### config.mk
export PLATFORM = sky130hd
export DESIGN_NAME = serial_dac_frontend
export DESIGN_NICKNAME = d
export VERILOG_FILES = /design/src/rtl/dacfe_pkg.sv /design/src/rtl/dacfe_sync.sv /design/src/rtl/dacfe_shifter.sv /design/src/rtl/dacfe_bank.sv /design/src/rtl/serial_dac_frontend.sv
export SDC_FILE = /design/constraint.sdc
export NUM_CORES = 1
export LEC_CHECK = 0
export BUFFER_PORTS_ARGS = -buffer_cell sky130_fd_sc_hd__buf_2
export CAP_MARGIN = 10
export CORE_ASPECT_RATIO = 1.75
export CORE_UTILIZATION = 38
export DETAILED_ROUTE_END_ITERATION = 16
export GPL_ROUTABILITY_DRIVEN = 0
export PLACE_DENSITY_LB_ADDON = 0.1
export REMOVE_ABC_BUFFERS = 1
export SLEW_MARGIN = 15
export SYNTH_ARGS = -nofsm -noshare
export SYNTH_HDL_FRONTEND = slang
export SYNTH_SLANG_ARGS = --single-unit
### constraint.sdc
create_clock -name clk -period 5.8 [get_ports clk]
set_input_delay 1.16 -clock clk [delete_from_list [all_inputs] [get_ports clk]]
set_output_delay 1.16 -clock clk [all_outputs]
set_load 0.01 [all_outputs]
### src/rtl/dacfe_pkg.sv
package dacfe_pkg;

    typedef enum logic [1:0] {
        FR_IDLE  = 2'd0,
        FR_SHIFT = 2'd1,
        FR_HOLD  = 2'd2
    } fr_state_e;

endpackage

### src/rtl/dacfe_sync.sv
module dacfe_sync #(
    parameter int               WIDTH   = 4,
    parameter int               STAGES  = 2,
    parameter logic [WIDTH-1:0] RST_VAL = '0
) (
    input  logic             clk,
    input  logic             rst_n,
    input  logic [WIDTH-1:0] d_i,
    output logic [WIDTH-1:0] q_o
);

    logic [WIDTH-1:0] stg [STAGES];

    for (genvar s = 0; s < STAGES; s++) begin : g_stage
        if (s == 0) begin : g_first
            always_ff @(posedge clk or negedge rst_n) begin
                if (!rst_n) stg[0] <= RST_VAL;
                else        stg[0] <= d_i;
            end
        end else begin : g_next
            always_ff @(posedge clk or negedge rst_n) begin
                if (!rst_n) stg[s] <= RST_VAL;
                else        stg[s] <= stg[s-1];
            end
        end
    end

    assign q_o = stg[STAGES-1];

endmodule

### src/rtl/dacfe_shifter.sv
module dacfe_shifter
    import dacfe_pkg::*;
#(
    parameter int WORD = 16
) (
    input  logic            clk,
    input  logic            rst_n,
    input  logic            frm_hi_i,
    input  logic            sck_i,
    input  logic            sdi_i,
    output logic [WORD-1:0] word_o,
    output logic            commit_o
);

    localparam int            CW   = $clog2(WORD);
    localparam logic [CW-1:0] LAST = CW'(WORD - 1);

    fr_state_e       state, state_nx;
    logic [CW-1:0]   cnt;
    logic [WORD-1:0] sh;
    logic            sck_prev;
    logic            fall;
    logic            take;
    logic            last_bit;

    assign fall     = sck_prev && !sck_i;
    assign take     = (state == FR_SHIFT) && !frm_hi_i && fall;
    assign last_bit = take && (cnt == LAST);

    // state register
    always_ff @(posedge clk or negedge rst_n) begin
        if (!rst_n) state <= FR_IDLE;
        else        state <= state_nx;
    end

    // next-state decode
    always_comb begin
        state_nx = state;
        unique case (state)
            FR_IDLE:  if (!frm_hi_i) state_nx = FR_SHIFT;
            FR_SHIFT: begin
                if (frm_hi_i)      state_nx = FR_IDLE;
                else if (last_bit) state_nx = FR_HOLD;
            end
            FR_HOLD:  if (frm_hi_i) state_nx = FR_IDLE;
            default:  state_nx = FR_IDLE;
        endcase
    end

    // outputs and datapath
    always_ff @(posedge clk or negedge rst_n) begin
        if (!rst_n) begin
            sck_prev <= 1'b1;
            cnt      <= '0;
            sh       <= '0;
            word_o   <= '0;
            commit_o <= 1'b0;
        end else begin
            sck_prev <= sck_i;
            commit_o <= last_bit;
            if (state == FR_IDLE) begin
                cnt <= '0;
            end else if (take) begin
                sh  <= {sh[WORD-2:0], sdi_i};
                cnt <= cnt + 1'b1;
            end
            if (last_bit) word_o <= {sh[WORD-2:0], sdi_i};
        end
    end

    a_r3_early_end_drops: assert property (@(posedge clk) disable iff (!rst_n)
        (state == FR_SHIFT && frm_hi_i) |=> (state == FR_IDLE && !commit_o));
    a_r4_hold_ignores_edges: assert property (@(posedge clk) disable iff (!rst_n)
        (state == FR_HOLD) |=> !commit_o);
    a_r6_single_pulse: assert property (@(posedge clk) disable iff (!rst_n)
        commit_o |=> !commit_o);
    a_r9_idle_no_commit: assert property (@(posedge clk) disable iff (!rst_n)
        (state == FR_IDLE) |=> !commit_o);

endmodule

### src/rtl/dacfe_bank.sv
module dacfe_bank #(
    parameter int NCH = 8,
    parameter int DW  = 12,
    parameter int AW  = 3
) (
    input  logic            clk,
    input  logic            rst_n,
    input  logic            commit_i,
    input  logic            flag_i,
    input  logic [AW-1:0]   addr_i,
    input  logic [DW-1:0]   data_i,
    input  logic            load_low_i,
    output logic [NCH*DW-1:0] dac_o
);

    logic [NCH*DW-1:0] in_flat;

    for (genvar c = 0; c < NCH; c++) begin : g_ch
        always_ff @(posedge clk or negedge rst_n) begin
            if (!rst_n) begin
                in_flat[c*DW +: DW] <= '0;
            end else if (commit_i && !flag_i && (addr_i == AW'(c))) begin
                in_flat[c*DW +: DW] <= data_i;
            end
        end

        always_ff @(posedge clk or negedge rst_n) begin
            if (!rst_n)          dac_o[c*DW +: DW] <= '0;
            else if (load_low_i) dac_o[c*DW +: DW] <= in_flat[c*DW +: DW];
        end

        a_r2_addressed_write: assert property (@(posedge clk) disable iff (!rst_n)
            (commit_i && !flag_i && addr_i == AW'(c)) |=> (in_flat[c*DW +: DW] == $past(data_i)));
    end

    a_r5_ctrl_no_write: assert property (@(posedge clk) disable iff (!rst_n)
        (commit_i && flag_i) |=> $stable(in_flat));
    a_r7_hold_when_high: assert property (@(posedge clk) disable iff (!rst_n)
        !load_low_i |=> $stable(dac_o));
    a_r8_follow_when_low: assert property (@(posedge clk) disable iff (!rst_n)
        load_low_i |=> (dac_o == $past(in_flat)));

endmodule

### src/rtl/serial_dac_frontend.sv
module serial_dac_frontend #(
    parameter int NCH         = 8,
    parameter int WORD        = 16,
    parameter int SYNC_STAGES = 2
) (
    input  logic                 clk,
    input  logic                 rst_n,
    input  logic                 frame_n_i,
    input  logic                 sclk_i,
    input  logic                 sdata_i,
    input  logic                 load_n_i,
    output logic [NCH*(WORD-1-$clog2(NCH))-1:0] dac_o,
    output logic                 frame_done_o
);

    localparam int AW = $clog2(NCH);
    localparam int DW = WORD - 1 - AW;

    logic [3:0]      raw, syn;
    logic [WORD-1:0] word;

    assign raw = {load_n_i, sdata_i, sclk_i, frame_n_i};

    dacfe_sync #(
        .WIDTH   (4),
        .STAGES  (SYNC_STAGES),
        .RST_VAL (4'b1011)
    ) u_sync (
        .clk   (clk),
        .rst_n (rst_n),
        .d_i   (raw),
        .q_o   (syn)
    );

    dacfe_shifter #(
        .WORD (WORD)
    ) u_shift (
        .clk      (clk),
        .rst_n    (rst_n),
        .frm_hi_i (syn[0]),
        .sck_i    (syn[1]),
        .sdi_i    (syn[2]),
        .word_o   (word),
        .commit_o (frame_done_o)
    );

    dacfe_bank #(
        .NCH (NCH),
        .DW  (DW),
        .AW  (AW)
    ) u_bank (
        .clk        (clk),
        .rst_n      (rst_n),
        .commit_i   (frame_done_o),
        .flag_i     (word[WORD-1]),
        .addr_i     (word[WORD-2 -: AW]),
        .data_i     (word[DW-1:0]),
        .load_low_i (!syn[3]),
        .dac_o      (dac_o)
    );

    always_ff @(posedge clk) begin
        if (!rst_n) begin
            a_r1_reset_clear: assert (frame_done_o == 1'b0);
        end
    end

endmodule

======== Word level (Yosys, flattened, before mapping) ========
Cells that the tools add are included.
cells by class
  equal/unequal tests ..................... 13
  add/subtract/negate cells ............... 1
  bitwise operators ....................... 1
  reductions and logical operators ........ 21
  mux-type cells .......................... 7
operators by type and width
  cell                   number
  $logic_and A1 B1 Y1    13
  $eq A3 B3 Y1 const B   4
  $mux W2                4
  $mux W4                2
  $eq A3 B2 Y1 const B   2
  $pmux W2 S3            1
  $add A4 B1 Y4 const B  1
  $eq A4 B4 Y1 const B   1
  $ne A2 B2 Y1 const B   2
  $eq A3 B1 Y1 const B   1
  $logic_not A1 Y1       3
  $logic_not A3 Y1       1
  $ne A3 B2 Y1 const B   1
  $reduce_and A3 Y1      1
  $eq A2 B1 Y1 const B   1
  $eq A2 B2 Y1 const B   1
  $logic_not A2 Y1       1
  $reduce_and A2 Y1      1
  $reduce_bool A2 Y1     1
  $not A1 Y1             1
word-level totals
  register bits after elaboration ......... 239
  output and inout port bits .............. 97
  bits of input ports ..................... 6
  word-level logic and storage cells ...... 67

======== Depth between registers and ports, before layout ========
  depth in word-level cells ............... 7
  gate-level depth with buffers ........... 5
  gate-level depth less buffers ........... 4

======== By module ========
From an unflattened synthesis, not the netlist that was laid out.
second synthesis, totals
  cell total of the unflattened synthesis .. 531
  area, all modules ....................... 9,076.2 um2
modules (own cells, without submodules)
  module               cells each  area an instance (um2)  sequential area each (um2)  instances
  dacfe_bank           415         7,211.9                 4,804.6                     1
  dacfe_shifter        103         1,622.8                 977.2                       1
  dacfe_sync           12          237.7                   207.7                       1
  serial_dac_frontend  1           3.8                     0.0                         1

======== Worst setup path after synthesis ========
No wires, ideal clock.
  kind .................................... register to register
  start ................................... register u_shift.state[1]
  end ..................................... register u_shift.word_o[10]
  arrival ................................. 1.715 ns
  slack ................................... 3.958 ns
  cell stages (with the launch flop) ...... 6
  library setup time ...................... 0.127 ns
  path buffers ............................ 2
  period minus slack after synthesis ...... 1.842 ns
  data required time ...................... 5.673 ns
  cell sequence ........................... dfrtp_1 > buf_6 > or4b_4 > nor2_8 > buf_6 > mux2_1
between the ends
  cells in the longest elaborated chain, start to end .. 4
ends and longest elaborated chain
  what                              RTL line             source
  start: declaration                dacfe_shifter.sv:18  fr_state_e state, state_nx;
  start signal: assignment          dacfe_shifter.sv:33  else state <= state_nx;
  $eq A2 B1 Y1                      dacfe_shifter.sv:27  assign take = (state == FR_SHIFT) && !frm_hi_i && fall;
  $logic_and A1 B1 Y1 (2 in a row)  dacfe_shifter.sv:27
  $logic_and A1 B1 Y1               dacfe_shifter.sv:28  assign last_bit = take && (cnt == LAST);
  end signal: assignment            dacfe_shifter.sv:67  if (last_bit) word_o <= {sh[WORD-2:0], sdi_i};
  end: declaration                  dacfe_shifter.sv:11  output logic [WORD-1:0] word_o,
Every way passes these cells.
A chain may end at the register's enable or synchronous reset.

======== Final worst setup path ========
  start ................................... register u_shift.commit_o
  end ..................................... output frame_done_o
RTL lines
  what                      RTL line                   source
  start: declaration        dacfe_shifter.sv:12        output logic commit_o
  start signal: assignment  dacfe_shifter.sv:60        commit_o <= last_bit;
  end: declaration          serial_dac_frontend.sv:13  output logic frame_done_o
No word-level cell between the ends.

==> flow_summary.ini <==
[sta]
finalClockSkew_ps = 7.26
rsz0062_at_grt = no
clock.fmax_mhz = 451
tns_ps = 0
finalSetupViolCount = 0
tightest_slew_ps = 1050
max_slew_margin_pct = 29.6
report.final.slew_viol_count = 0
period_utilization_post_route_pct = 38.2
final.min_clock_period_ps = 2220
timing_hold_violations_final = 0

[layout]
syn2layout_area_growth_pct = 16.9
utilization_pct = 45.5
area_of_combinational_cells_with_multiple_inputs_sq_um = 2790
n_antenna_cell = 0
mostFrequentLayoutCell = sky130_fd_sc_hd__dfrtp_1
num-fill-cells = 2142
final_net_count = 639
most-common-layout-cells = 232 x sky130_fd_sc_hd__dfrtp_1, 215 x sky130_fd_sc_hd__mux2_2, 101 x sky130_fd_sc_hd__buf_2
layout.area.seq_sq_um = 5990
layout-drive-gt1-share_pct = 56.6

[power_and_ir_drop]
pwr-share-seq_pct = 54.4
power.leakage_nw = 5.58
power_density_nw_per_um2 = 301
sw_pwr_mw = 0.660
max-vdd-ir-drop_mv = 0.175
clock_power_share_pct = 43.3
swShare_pct = 21.1
cell_internal_pwr_mw = 2.47
fraction_of_power_consumed_by_combinational_cells_pct = 2.3

[yosys]
ys_seq_area_share_pct = 67.3
post_synth.cell_area_avg_sq_um = 16.9
yosys_register_bits = 239
number_of_unique_standard_cell_types_used_by_synthesis = 29
ys_top_cells_by_area = sky130_fd_sc_hd__dfrtp_1 65%, sky130_fd_sc_hd__mux2_2 27%, sky130_fd_sc_hd__dfstp_2 2.1%, sky130_fd_sc_hd__mux2_1 1.0%, sky130_fd_sc_hd__buf_2 0.45%
netlist.area_leader.share_pct = 65.3
yosysTopAreaCell = sky130_fd_sc_hd__dfrtp_1
synth.yosys.warnings = 0
syn_inst = 525
synth_area_sq_um = 8890

[setup_path]
critical_path_buf_inv_count = 1
worst-path-stages = 1
arrival_ps = 1060
worstPathCellList = buf_2
path_max_fanout = 3
critPathSlowestCell = sky130_fd_sc_hd__dfrtp_1
worstSetupPathType = reg -> out
worst_ep_required_time_ps = 4640
cpPeakStageDelay_ps = 400
setup.worst_path.end_class = output port
critical_path.startpoint_type = register
worst_path_dominant_cell_family = flip-flops
rr_worst_depth = 2

[cts]
cts_tree = built
cells_resized_by_post_cts_repair = 0
maximum_level_of_the_cts_h_tree = 1
cts.repair_timing.setup_buffer_count = 0
clock_latency_on_the_worst_skew_pair_ps = 500
max-clock-path-buffers = 3
cts.sinks = 239
cts_made_buffers = 22
clockRootBuffer = sky130_fd_sc_hd__clkbuf_16
post_cts_hold_buffer_count = 0
clk_pin_slew_worst_paths_ps = 70

[detailed_routing]
detail-route-antenna-nets = 0
detail_route.iter0.violations = 211
drc = 0
wl_per_cell_um = 18.4
detail_route.vias_per_cell = 4.89
drtPass1Iterations = 4
number_of_vias_in_the_routed_layout = 4632
drt_wl_total_um = 17400

[floorplan]
initial_utilization_pct = 38.9
floorplan.die_area_sq_um = 24000
die_x_um = 118
die-height_um = 204
core_sq_um = 22800
ioPinCount = 103
std_cell_rows = 73

[grt]
grt_antenna_before_repair = 0
grt_pass1_wl_um = 28700
grt_pass1_vias = 5025
grt_start_max_net_pins = 128
grt_use_total_pct = 15.2
grt_remaining_overflow = 0

[place]
portBuffers = 102
dpl.hpwl_um = 10700

[min_path]
min_delay_path_depth = 0
holdCritPathClass = reg -> reg

[flow_run]
drv_cap = 0

[outcome]
status = complete, no violations
[layout make-up]
| cell class | count | area share, % |
|---|---|---|
| timing repair buffer | 106 | 5.41 |
| tap | 300 | 3.61 |
| multi-input combinational | 261 | 26.8 |
| inverter | 2 | 0.0722 |
| clock inverter | 6 | 0.349 |
| sequential | 239 | 57.6 |
| clock buffer | 33 | 6.09 |
[kinds of logic (layout without fill, tap and decap cells)]
logic type	Yosys count	in the layout	share of synthesized area [%]
compound gates	6	6	0.408
fa+ha+maj	1	1	0.141
buf+inv	25	147	1.42
flops	239	239	67.3
mux	225	225	28.5
simple gates	29	29	2.22
[power by group through the flow]
stage                     registers, mW  clock network [mW]  logic [mW]
after floorplan                    1.73                   0      0.0262
after global placement             1.73                   0      0.0743
after detailed placement           1.73                   0      0.0776
after CTS                          1.70                1.41      0.0773
after global routing               1.70                1.47      0.0836
final                              1.70                1.35      0.0732
[final timing paths]
kind	from	end	slack, ps
setup reg to reg	u_sync.q_o[3]	u_bank.dac_o[27]	3590
setup / recovery	u_shift.commit_o	frame_done_o	3580
min in group asynchronous	rst_n	u_bank.dac_o[3]	730
max in group asynchronous	rst_n	u_sync.stg[6]	3860
hold reg to reg	u_sync.stg[5]	u_sync.q_o[1]	350
hold / removal	u_sync.stg[5]	u_sync.q_o[1]	350
[synth_stat cells]
cell	instances
sky130_fd_sc_hd__o211ai_1	1
sky130_fd_sc_hd__inv_1	2
sky130_fd_sc_hd__buf_2	8
sky130_fd_sc_hd__or4_1	1
sky130_fd_sc_hd__nor2_4	1
sky130_fd_sc_hd__nor2_1	3
sky130_fd_sc_hd__mux2i_1	2
sky130_fd_sc_hd__nor2_8	1
sky130_fd_sc_hd__clkbuf_1	4
sky130_fd_sc_hd__o21ai_0	4
sky130_fd_sc_hd__mux2_1	8
sky130_fd_sc_hd__nor3_1	1
sky130_fd_sc_hd__nand4b_1	1
sky130_fd_sc_hd__buf_1	8
sky130_fd_sc_hd__nand2_1	4
sky130_fd_sc_hd__ha_1	1
sky130_fd_sc_hd__nand4_1	1
sky130_fd_sc_hd__nand3_1	4
sky130_fd_sc_hd__nor4b_1	1
sky130_fd_sc_hd__and3_1	1
sky130_fd_sc_hd__mux2_2	215
sky130_fd_sc_hd__nor3b_1	3
sky130_fd_sc_hd__buf_6	3
sky130_fd_sc_hd__or4b_4	1
sky130_fd_sc_hd__a31o_2	1
sky130_fd_sc_hd__nand2b_1	3
sky130_fd_sc_hd__nand3b_1	3
sky130_fd_sc_hd__dfrtp_1	232
sky130_fd_sc_hd__dfstp_2	7
[metal layers]
metal | GRT usage [%] | share of wire, %
met3 | 2.12 | 3.0
met2 | 26.6 | 53
met1 | 19.4 | 42
met4 | 4.49 | 1.7
met5 | 0 | 0
[through the flow]
| stage | power (mW) | setup WS, ps | instances | instance area [sq um] | hold slack, ps |
|---|---|---|---|---|---|
| 4_1_cts | 3.19 | 3540 | 947 | 10400 | 353 |
| 3_3_place_gp | 1.81 | 3330 | 908 | 9730 | 339 |
| 5_1_grt | 3.26 | 3430 | 947 | 10400 | 364 |
| 3_5_place_dp | 1.81 | 3260 | 908 | 9730 | 344 |
| 2_1_floorplan | 1.76 | 3690 | 502 | 8770 | 331 |
| 6_report | 3.13 | 3580 | 947 | 10400 | 351 |
[state kept, by name (all words and copies together), names as in the netlist]
name,count
u_bank.dac_o,96
u_bank.in_flat,96
u_shift.word_o,16
u_shift.sh,15
u_shift.cnt,4
u_sync.q_o,4
u_sync.stg,4
u_shift.state,2
u_shift.commit_o,1
u_shift.sck_prev,1
(Power assumes the default switching activity.)
